--- src/rtl/kda_pkg.sv ---
package kda_pkg;

    localparam int SCAN_W  = 8;
    localparam int DIGIT_W = 4;

    typedef logic [SCAN_W-1:0]  scan_t;
    typedef logic [DIGIT_W-1:0] digit_t;

    typedef enum logic [1:0] {
        KEY_NONE  = 2'd0,
        KEY_DIGIT = 2'd1,
        KEY_PLUS  = 2'd2
    } key_kind_e;

    typedef struct packed {
        key_kind_e kind;
        digit_t    value;
    } key_info_t;

    typedef enum logic {
        SLOT_A = 1'b0,
        SLOT_B = 1'b1
    } slot_e;

    typedef struct packed {
        digit_t a;
        digit_t b;
    } operands_t;

    typedef struct packed {
        logic   carry;
        digit_t sum;
    } result_t;

    localparam scan_t PLUS_CODE = 8'h55;

    // Map a scancode onto a key class and, for digits, its decimal value.
    function automatic key_info_t classify_scan(input scan_t code);
        key_info_t info;
        info.kind  = KEY_DIGIT;
        info.value = '0;
        case (code)
            8'h45: info.value = 4'd0;
            8'h16: info.value = 4'd1;
            8'h1E: info.value = 4'd2;
            8'h26: info.value = 4'd3;
            8'h25: info.value = 4'd4;
            8'h2E: info.value = 4'd5;
            8'h36: info.value = 4'd6;
            8'h3D: info.value = 4'd7;
            8'h3E: info.value = 4'd8;
            8'h46: info.value = 4'd9;
            PLUS_CODE: info.kind = KEY_PLUS;
            default:   info.kind = KEY_NONE;
        endcase
        return info;
    endfunction

    // One bit of a ripple adder: returns {carry, sum}.
    function automatic logic [1:0] full_add(input logic x, input logic y, input logic cin);
        return {(x & y) | (cin & (x ^ y)), x ^ y ^ cin};
    endfunction

endpackage

--- src/rtl/kda_key_edge.sv ---
module kda_key_edge (
    input  logic clk,
    input  logic rst,
    input  logic evt_in,
    output logic evt_rise
);
    logic evt_q;

    always_ff @(posedge clk) begin
        if (rst) begin
            evt_q <= 1'b0;
        end else begin
            evt_q <= evt_in;
        end
    end

    assign evt_rise = evt_in & ~evt_q;
endmodule

--- src/rtl/kda_scan_decode.sv ---
module kda_scan_decode
    import kda_pkg::*;
(
    input  scan_t  scan_in,
    input  logic   evt_rise,
    output logic   digit_stb,
    output digit_t digit_val
);
    key_info_t info;

    always_comb begin
        info      = classify_scan(scan_in);
        digit_stb = evt_rise && (info.kind == KEY_DIGIT);
        digit_val = info.value;
    end
endmodule

--- src/rtl/kda_operand_seq.sv ---
module kda_operand_seq
    import kda_pkg::*;
(
    input  logic      clk,
    input  logic      rst,
    input  logic      digit_stb,
    input  digit_t    digit_val,
    output operands_t opnds
);
    slot_e     slot_q;
    operands_t opnds_q;

    always_ff @(posedge clk) begin
        if (rst) begin
            slot_q  <= SLOT_A;
            opnds_q <= '0;
        end else if (digit_stb) begin
            if (slot_q == SLOT_A) begin
                opnds_q.a <= digit_val;
                slot_q    <= SLOT_B;
            end else begin
                opnds_q.b <= digit_val;
                slot_q    <= SLOT_A;
            end
        end
    end

    assign opnds = opnds_q;
endmodule

--- src/rtl/kda_sum_reg.sv ---
module kda_sum_reg
    import kda_pkg::*;
#(
    parameter int WIDTH = DIGIT_W
) (
    input  logic             clk,
    input  logic             rst,
    input  logic [WIDTH-1:0] x,
    input  logic [WIDTH-1:0] y,
    input  logic             cin,
    output logic [WIDTH-1:0] sum_q,
    output logic             carry_q
);
    logic [WIDTH:0]   chain;
    logic [WIDTH-1:0] sum_d;

    assign chain[0] = cin;

    for (genvar i = 0; i < WIDTH; i++) begin : g_bit
        logic [1:0] fa;
        assign fa         = full_add(x[i], y[i], chain[i]);
        assign sum_d[i]   = fa[0];
        assign chain[i+1] = fa[1];
    end

    always_ff @(posedge clk) begin
        if (rst) begin
            sum_q   <= '0;
            carry_q <= 1'b0;
        end else begin
            sum_q   <= sum_d;
            carry_q <= chain[WIDTH];
        end
    end
endmodule

--- src/rtl/kbd_digit_adder.sv ---
module kbd_digit_adder
    import kda_pkg::*;
(
    input  logic       clk,
    input  logic       rst,
    input  logic [7:0] scan_code,
    input  logic       key_evt,
    output logic [3:0] opnd_a,
    output logic [3:0] opnd_b,
    output logic [3:0] sum,
    output logic       carry_out
);
    logic      evt_rise;
    logic      digit_stb;
    digit_t    digit_val;
    operands_t opnds;

    kda_key_edge u_edge (
        .clk      (clk),
        .rst      (rst),
        .evt_in   (key_evt),
        .evt_rise (evt_rise)
    );

    kda_scan_decode u_decode (
        .scan_in   (scan_code),
        .evt_rise  (evt_rise),
        .digit_stb (digit_stb),
        .digit_val (digit_val)
    );

    kda_operand_seq u_seq (
        .clk       (clk),
        .rst       (rst),
        .digit_stb (digit_stb),
        .digit_val (digit_val),
        .opnds     (opnds)
    );

    kda_sum_reg #(.WIDTH(DIGIT_W)) u_add (
        .clk     (clk),
        .rst     (rst),
        .x       (opnds.a),
        .y       (opnds.b),
        .cin     (1'b0),
        .sum_q   (sum),
        .carry_q (carry_out)
    );

    assign opnd_a = opnds.a;
    assign opnd_b = opnds.b;
endmodule

--- config.mk ---
export PLATFORM = sky130hd
export DESIGN_NAME = kbd_digit_adder
export DESIGN_NICKNAME = d
export VERILOG_FILES = /design/src/rtl/kda_pkg.sv /design/src/rtl/kda_key_edge.sv /design/src/rtl/kda_scan_decode.sv /design/src/rtl/kda_operand_seq.sv /design/src/rtl/kda_sum_reg.sv /design/src/rtl/kbd_digit_adder.sv
export SDC_FILE = /design/constraint.sdc
export NUM_CORES = 1
export LEC_CHECK = 0
export ABC_AREA = 0
export BUFFER_PORTS_ARGS = -buffer_cell sky130_fd_sc_hd__buf_2
export CORE_ASPECT_RATIO = 0.8
export CORE_MARGIN = 8
export CORE_UTILIZATION = 50
export DETAILED_ROUTE_END_ITERATION = 6
export PLACE_DENSITY = 0.87
export SYNTH_ARGS = -nofsm -noshare
export SYNTH_HDL_FRONTEND = slang
export SYNTH_SLANG_ARGS = --single-unit
--- constraint.sdc ---
create_clock -name clk -period 2.2 [get_ports clk]
set_input_delay 0.22 -clock clk [delete_from_list [all_inputs] [get_ports clk]]
set_output_delay 0.22 -clock clk [all_outputs]
set_load 0.03 [all_outputs]
==> Word-level counts from Yosys, hierarchy flattened <==
Index checks and enable logic that the tools add are counted.
{ "word_totals": {"word_cells": 45, "regBits": 15, "output_inout_bits": 13} }
{ "op_classes": {"bitwise": 20, "n_eq_ne": 12, "mux": 3, "n_reduce_logical": 4} }
{ "op_table": {"columns": ["operator", "n"], "rows": [
  ["== test 8 x 6 -> 1 bit (second input constant)", 6],
  ["case mux 4 bit (9 select lines)", 1],
  ["== test 8 x 7 -> 1 bit (second input constant)", 3],
  ["== test 8 x 5 -> 1 bit (second input constant)", 2],
  ["OR reduction 10 bit", 1],
  ["bitwise AND 1 bit", 8],
  ["XOR 1 bit", 7],
  ["case mux 2 bit (2 select lines)", 1],
  ["AND reduction 2 bit", 2],
  ["bitwise OR 1 bit", 3],
  ["== test 2 x 1 -> 1 bit (second input constant)", 1],
  ["inverter 1 bit", 2],
  ["logical AND 1 bit", 1],
  ["2-to-1 mux 1 bit", 1]
]} }

==> Logic depth before layout (Yosys ltp) <==
Gate-level depths: netlist of the first run.
{ "depth": {"ltp_word": 7, "depth_mapped": 6, "mapped_depth_nobuf": 6} }

==> Cells and area by module <==
From an unflattened synthesis of the first run, not the netlist that was laid out.
{ "hier_totals": {"cells_unflattened": 101, "hier_area_um2": 993.5} }
{ "by_module_without_submodules": {"columns": ["mod", "instances", "cells_per_inst", "area_per_inst_um2"], "rows": [
  ["kda_operand_seq", 1, 36, 390.4],
  ["kda_scan_decode", 1, 40, 321.6],
  ["kda_sum_reg", 1, 21, 230.2],
  ["kda_key_edge", 1, 3, 47.5],
  ["kbd_digit_adder", 1, 1, 3.8]
]} }

==> Worst setup path after synthesis of the first run <==
No wires, ideal clock.
{ "synth_timing": {"kind": "flip-flop to flip-flop", "startpoint": "register u_seq.opnds_q (netlist bit u_seq.opnds[4])", "endpoint": "register u_add.sum_q[3]", "path_slack_ps": 208, "stages_incl_launch_ff": 7, "required_time_ps": 2133, "arrival_ps": 1926, "period_less_slack_ps": 1992, "cell_sequence": "dfxtp_1 ha_1 fa_1 fa_1 inv_1 fa_1 nor2_1"} }
{ "synth_via": {"elab_chain_len": 6} }
{ "synth_rtl": {"columns": ["element", "line_no", "source"], "rows": [
  ["start: declaration", "kda_operand_seq.sv:11", "operands_t opnds_q;"],
  ["bitwise AND 1 bit (2 in series)", "kda_pkg.sv:61", "return {(x & y) | (cin & (x ^ y)), x ^ y ^ cin};"],
  ["bitwise OR 1 bit", "kda_pkg.sv:61", null],
  ["bitwise AND 1 bit", "kda_pkg.sv:61", null],
  ["bitwise OR 1 bit", "kda_pkg.sv:61", null],
  ["XOR 1 bit", "kda_pkg.sv:61", null],
  ["end signal: assignment", "kda_sum_reg.sv:31", "sum_q <= sum_d;"],
  ["end: declaration", "kda_sum_reg.sv:11", "output logic [WIDTH-1:0] sum_q,"]
]} }
Every way passes these cells.
A chain may end at the register's enable or synchronous reset.

==> Worst setup path after layout of the first run <==
Same ends and word-level chain as after synthesis.

==> flow_summary.json, run 1 <==
{
  "status": "completed",
  "drtPass1Iterations": 4,
  "fin_tns_setup_ns": 0,
  "pwr-share-clk": 0.328,
  "finalMaxSlewViolations": 0,
  "yosysWarnings": 0,
  "setup_violations": 0,
  "grt_overflow": 0,
  "die-area_sq_um": 3340,
  "holdPathStages": 2,
  "maxCapViolCount": 0,
  "cts_max_path_buffers": 2,
  "synth-edff-count": 0,
  "antenna_left": 0,
  "grt_max_degree": 15,
  "clkLatencyLatePin_ns": 0.29,
  "synth_top_area_cell": "dfxtp_1",
  "syn_inst": 88,
  "grt_setup_unrepaired": "false",
  "postCtsSetupBuffers": 0,
  "p_comb_frac": 0.114,
  "finalNetCount": 128,
  "wl_mm": 2.06,
  "post-synth-top-count-cell": "dfxtp_1",
  "synth_top_family_by_area": "simple AND/OR/NAND/NOR gates",
  "synth_nets": 103,
  "swShare": 0.261,
  "synth_fa_ha_area_frac": 0.0833,
  "end_kind": "flop",
  "synth.cell_area_sq_um": 871,
  "cts_tree": "yes",
  "p_seq_frac": 0.558,
  "cts.sinks": 15,
  "h-tree-depth": 1,
  "core_sq_um": 1630,
  "post-dp-hpwl_mm": 1.60,
  "place_area_sq_um": 993,
  "ys_seq_area_frac": 0.345,
  "antenna_cells": 0,
  "cts-root-buf": "clkbuf_4",
  "fp.dieH_um": 53.3,
  "p_per_area_nw_per_um2": 482,
  "vias": 733,
  "max_slew_margin": 0.734,
  "yosys.cell_types.count": 37,
  "place_congestion": 0.853,
  "post_cts_resized": 0,
  "fp-row-count": 13,
  "synth-simple-area-share": 0.300,
  "fin_area_sq_um": 1020,
  "startpoint_type": "flop",
  "synth_xor_area_frac": 0.0101,
  "ys_top_cells_by_count": "dfxtp_1 (15), mux2i_1 (6), nand2_1 (6), nor2_1 (6), nor2b_1 (6)",
  "critical_path.max_fanout": 3,
  "required_ns": 2.43,
  "ys_ff_latch": 15,
  "grt_pass1_vias": 752,
  "crit_arrival_ns": 2.18,
  "hp-class": "input pin to flop",
  "tightest_slew_ns": 0.396,
  "path_clk_slew_ns": 0.10,
  "port_buffers": 23,
  "grt_antenna_before_repair": 0,
  "fin_crit_ns": 1.95,
  "synth_top_area_frac": 0.345,
  "ir_worst_vdd_v": 0.000318,
  "max_freq_ghz": 0.512,
  "grt_pass1_wl_mm": 3.50,
  "avgRoutedWirePerCell_um": 15.4,
  "rrSetupSlack_ns": 0.25,
  "cts_buffers": 3,
  "async_reset_ff_frac": 0,
  "ff2ff_path_depth": 6,
  "die_w_um": 62.7,
  "syn_area_per_cell_sq_um": 9.90,
  "hold_viol_final": 0,
  "timing.final.crit_share": 0.888,
  "vias_per_cell": 5.47,
  "power.static_leakage_nw": 0.460,
  "start_util": 0.535,
  "grtUsageTotal": 0.131,
  "p_sw_mw": 0.128,
  "met2_usage": 0.262,
  "p_int_mw": 0.364,
  "synth_area_leaders": "dfxtp_1 (34%), fa_1 (6.9%), mux2i_1 (6.9%)",
  "fillers": 149,
  "drt_iter0_markers": 14,
  "critical_path_class": "flop to flop",
  "io_pins": 24,
  "holdBufCountCts": 0,
  "skew_ns": 0.00668,
  "area_growth_pct": 17.2,
  "drc_errors": 0,
  "synthFlopType": "dfxtp_1",
  "top_usage_layer": "met2",
  "muxShareOfSynthArea": 0.0819,
  "grt_use_met3": 0.0358,
  "grtUsageMet1": 0.128,
  "drive_gt1_frac": 0.321,
  "synth_compound_area_frac": 0.135
}
==> cell type report <==
class,instances,area (sq um),share of cell area
multi-input combinational,65,532,0.521
sequential,15,300,0.294
timing repair buffer,23,115,0.113
tap,22,27.5,0.0270
clock buffer,3,22.5,0.0221
inverter,5,18.8,0.0184
clock inverter,1,5.00,0.00490
==> through the flow <==
step / util / std cells / hold slack, ns / setup slack, ns / power [mW]
2_1_floorplan: - / 88 / 0.348 / 0.208 / 0.316
3_3_place_gp: 0.611 / 130 / 0.468 / 0.315 / 0.333
3_5_place_dp: 0.611 / 130 / 0.479 / 0.277 / 0.336
4_1_cts: 0.628 / 134 / 0.201 / 0.247 / 0.493
5_1_grt: 0.628 / 134 / 0.218 / 0.147 / 0.513
6_report: 0.628 / 134 / 0.197 / 0.247 / 0.492
==> flip-flops by register name (all words and copies together), names as in the netlist <==
signal / count
u_add.carry_q: 1
u_add.sum_q: 4
u_edge.evt_q: 1
u_seq.opnds: 8
u_seq.slot_q: 1
==> routing by layer <==
layer  vias to the layer above  share of wire
met2                        15           0.51
li1                        365              -
met4                         0          0.018
met3                         5          0.040
met1                       348           0.43
met5                         -              0
==> power by group through the flow <==
stage / sequential, mW / combinational (mW) / clock (mW)
final: 0.274 / 0.0562 / 0.161
after global routing: 0.275 / 0.0614 / 0.177
after CTS: 0.274 / 0.0560 / 0.162
after detailed placement: 0.281 / 0.0555 / 0
after global placement: 0.280 / 0.0527 / 0
after floorplan: 0.281 / 0.0355 / 0
==> worst max-delay path: stages, from the launching register on <==
cell     delay [ns]
dfxtp_1        0.34
ha_1           0.21
fa_1           0.40
fa_1           0.37
inv_1          0.08
fa_1           0.40
nor2_1         0.10
==> logic make-up after synthesis <==
family	count (synthesis)
xor gates and xnor gates	1
buffers and inverters	8
DFF	15
AOI/OAI and AO/OA	14
adders and majority gates	4
and+or+nand+nor	39
muxes	7
==> worst paths after layout <==
kind	end	from
max	u_add.sum_q[3]	u_seq.opnds[4]
min	u_edge.evt_q	key_evt
max reg2reg	u_add.sum_q[3]	u_seq.opnds[4]
min reg2reg	u_seq.opnds[0]	u_seq.opnds[0]
==> cells in the final DEF, fill, tap and decap left out, types with 3 or more instances in the layout <==
cell type and instances:
a31o_2 3, buf_2 23, clkbuf_4 3, dfxtp_1 15, fa_1 3, inv_1 4, mux2i_1 6, nand2_1 6
nand2b_1 3, nor2_1 6, nor2b_1 6, nor3_1 4
Power figures use the tool's default switching activity.
==> run 2, diff against run 1 <==
--- a/config.mk
+++ b/config.mk
@@ -11,7 +11,8 @@
 export CORE_MARGIN = 8
 export CORE_UTILIZATION = 50
 export DETAILED_ROUTE_END_ITERATION = 6
-export PLACE_DENSITY = 0.87
+export PLACE_DENSITY = 0.85
 export SYNTH_ARGS = -nofsm -noshare
 export SYNTH_HDL_FRONTEND = slang
+export SYNTH_HIERARCHICAL = 1
 export SYNTH_SLANG_ARGS = --single-unit
==> run 2 against run 1 <==
  * First-iteration DRC count fell by 43%
  * Global-route usage fell by 1.1 points
  * Core utilization fell by 4.4 points
  * Sequential power barely moved
  * Total power rose by 2.8%
  * Critical path depth rose by 2
==> flow_summary.json, run 2 <==
{
  "drtPass1Iterations": 4,
  "skew_ns": 0.00909,
  "area_growth_pct": 10.1,
  "fp-row-count": 14,
  "hp-class": "input pin to flop",
  "holdPathStages": 2,
  "cts.sinks": 15,
  "grtUsageTotal": 0.120,
  "cts-root-buf": "clkbuf_4",
  "max_freq_ghz": 0.489,
  "grt_max_degree": 20,
  "synth-edff-count": 0,
  "grt_pass1_vias": 791,
  "post-route-util": 0.583,
  "wl_mm": 2.09,
  "start_util": 0.530,
  "drc_errors": 0,
  "ys_seq_area_frac": 0.302,
  "finalWorstSetupSlack_ns": 0.155,
  "io_pins": 24,
  "ir_worst_vdd_v": 0.000492,
  "critical_path.max_fanout": 3,
  "regToRegStartpoint": "u_seq/opnds[0]",
  "fin_area_sq_um": 1090,
  "placed_cells_incl_taps": 141,
  "crit_arrival_ns": 2.27,
  "yosys.cell_types.count": 32,
  "yosysWarnings": 6,
  "drive_gt1_frac": 0.306,
  "hold_start": "key_evt",
  "syn_area_per_cell_sq_um": 9.84,
  "final_cell_mix": "buf_2 (23), dfxtp_1 (15), nand2b_1 (15)",
  "antenna_left": 0,
  "ys_top_cells_by_count": "dfxtp_1 (15), nand2b_1 (15), mux2i_1 (11), inv_1 (8), nor2_1 (8)",
  "die_w_um": 65.8,
  "setup_violations": 0,
  "startpoint_type": "flop",
  "grt_overflow": 0,
  "cts_buffers": 3,
  "grt_pass1_wl_mm": 3.51,
  "required_ns": 2.43,
  "post-dp-hpwl_mm": 1.63,
  "cts_tree": "yes",
  "timing.final.crit_share": 0.929,
  "vias_per_cell": 5.08,
  "holdPathEnd": "u_edge/evt_q",
  "synth.cell_area_sq_um": 993,
  "maxCapViolCount": 0,
  "status": "completed",
  "finalMaxSlewViolations": 0,
  "finalNetCount": 137,
  "path_clk_slew_ns": 0.09,
  "end_kind": "flop",
  "fillers": 159,
  "place_congestion": 0.734,
  "synth_top_area_frac": 0.302,
  "antenna_cells": 0,
  "ys_ff_latch": 15,
  "place_area_sq_um": 1070,
  "vias": 737,
  "power_mw": 0.506,
  "drt_iter0_markers": 8,
  "critical_path_class": "flop to flop",
  "ff2ff_path_depth": 8,
  "cts_max_path_buffers": 2,
  "synth_area_leaders": "dfxtp_1 (30%), mux2i_1 (11%), nand2b_1 (9.4%)",
  "largest_reg_flops": 8,
  "r2r-end": "u_add/sum_q[3]",
  "grt_antenna_before_repair": 0,
  "holdBufCountCts": 0,
  "die-area_sq_um": 3680,
  "grt_setup_unrepaired": "false",
  "synthFlopType": "dfxtp_1",
  "synth_nets": 116,
  "avgRoutedWirePerCell_um": 14.4,
  "hold_viol_final": 0,
  "h-tree-depth": 1,
  "port_buffers": 23,
  "async_reset_ff_frac": 0,
  "final_common_cell": "buf_2",
  "clkLatencyLatePin_ns": 0.28,
  "synth_top_area_cell": "dfxtp_1",
  "core_sq_um": 1870,
  "fin_crit_ns": 2.04,
  "rrSetupSlack_ns": 0.16,
  "power.static_leakage_nw": 0.494,
  "p_per_area_nw_per_um2": 463,
  "syn_inst": 101,
  "fp.dieH_um": 55.9,
  "post_cts_resized": 0,
  "postCtsSetupBuffers": 0,
  "fin_tns_setup_ns": 0,
  "instances_no_fill": 145,
  "holdWs_ns": 0.180,
  "dp_slack_ns": 0.166
}
[run 2: critical path, stage by stage (launching register included)]
cell	delay, ns
dfxtp_1	0.33
inv_1	0.08
fa_1	0.18
inv_1	0.05
fa_1	0.37
fa_1	0.37
inv_1	0.09
fa_1	0.42
nor2_1	0.11
[run 2: power breakdown]
part | internal (mW) | switching, mW | total [mW]
sequential | 0.274 | 0.00118 | 0.275
combinational | 0.0328 | 0.0426 | 0.0753
clock | 0.0703 | 0.0854 | 0.156
[run 2: worst max path at each step]
stage | from | endpoint | slack, ns | cells past startpoint
after floorplan | u_seq/opnds[0] | u_add/sum_q[3] | 0.14 | 8
after global routing | u_seq/opnds[0] | u_add/sum_q[3] | 0.01 | 8
after global placement | u_seq/opnds[0] | u_add/sum_q[3] | 0.25 | 8
after detailed placement | u_seq/opnds[0] | u_add/sum_q[3] | 0.17 | 8
after CTS | u_seq/opnds[0] | u_add/sum_q[3] | 0.15 | 8
final | u_seq/opnds[0] | u_add/sum_q[3] | 0.16 | 8
[run 2: cell families after synthesis]
family / count (synthesis) / share of synthesized area
adder cells (fa/ha/maj): 4 / 0.0806
buffers and inverters: 15 / 0.102
XOR/XNOR: 2 / 0.0252
multiplexers: 11 / 0.111
AND/OR/NAND/NOR: 42 / 0.278
flip-flops: 15 / 0.302
other: 1 / 0.00377
AO/OA/AOI/OAI: 11 / 0.0970
[run 2: per-layer routing]
| metal | vias up | wire [um] | GRT usage |
|---|---|---|---|
| met5 | - | 0 | 0 |
| met4 | 0 | 29 | 0.0342 |
| met3 | 4 | 116 | 0.0463 |
| met2 | 22 | 1070 | 0.207 |
| met1 | 340 | 865 | 0.130 |
| li1 | 371 | - | - |
[run 2: area by class of cell]
class	count	area, sq um	share of cell area
flip-flops and latches	15	300	0.275
clock buffers	4	26.3	0.0240
repair buffers	23	115	0.105
well taps	24	30.0	0.0275
multi-input cells	71	592	0.541
inverters	8	30.0	0.0275
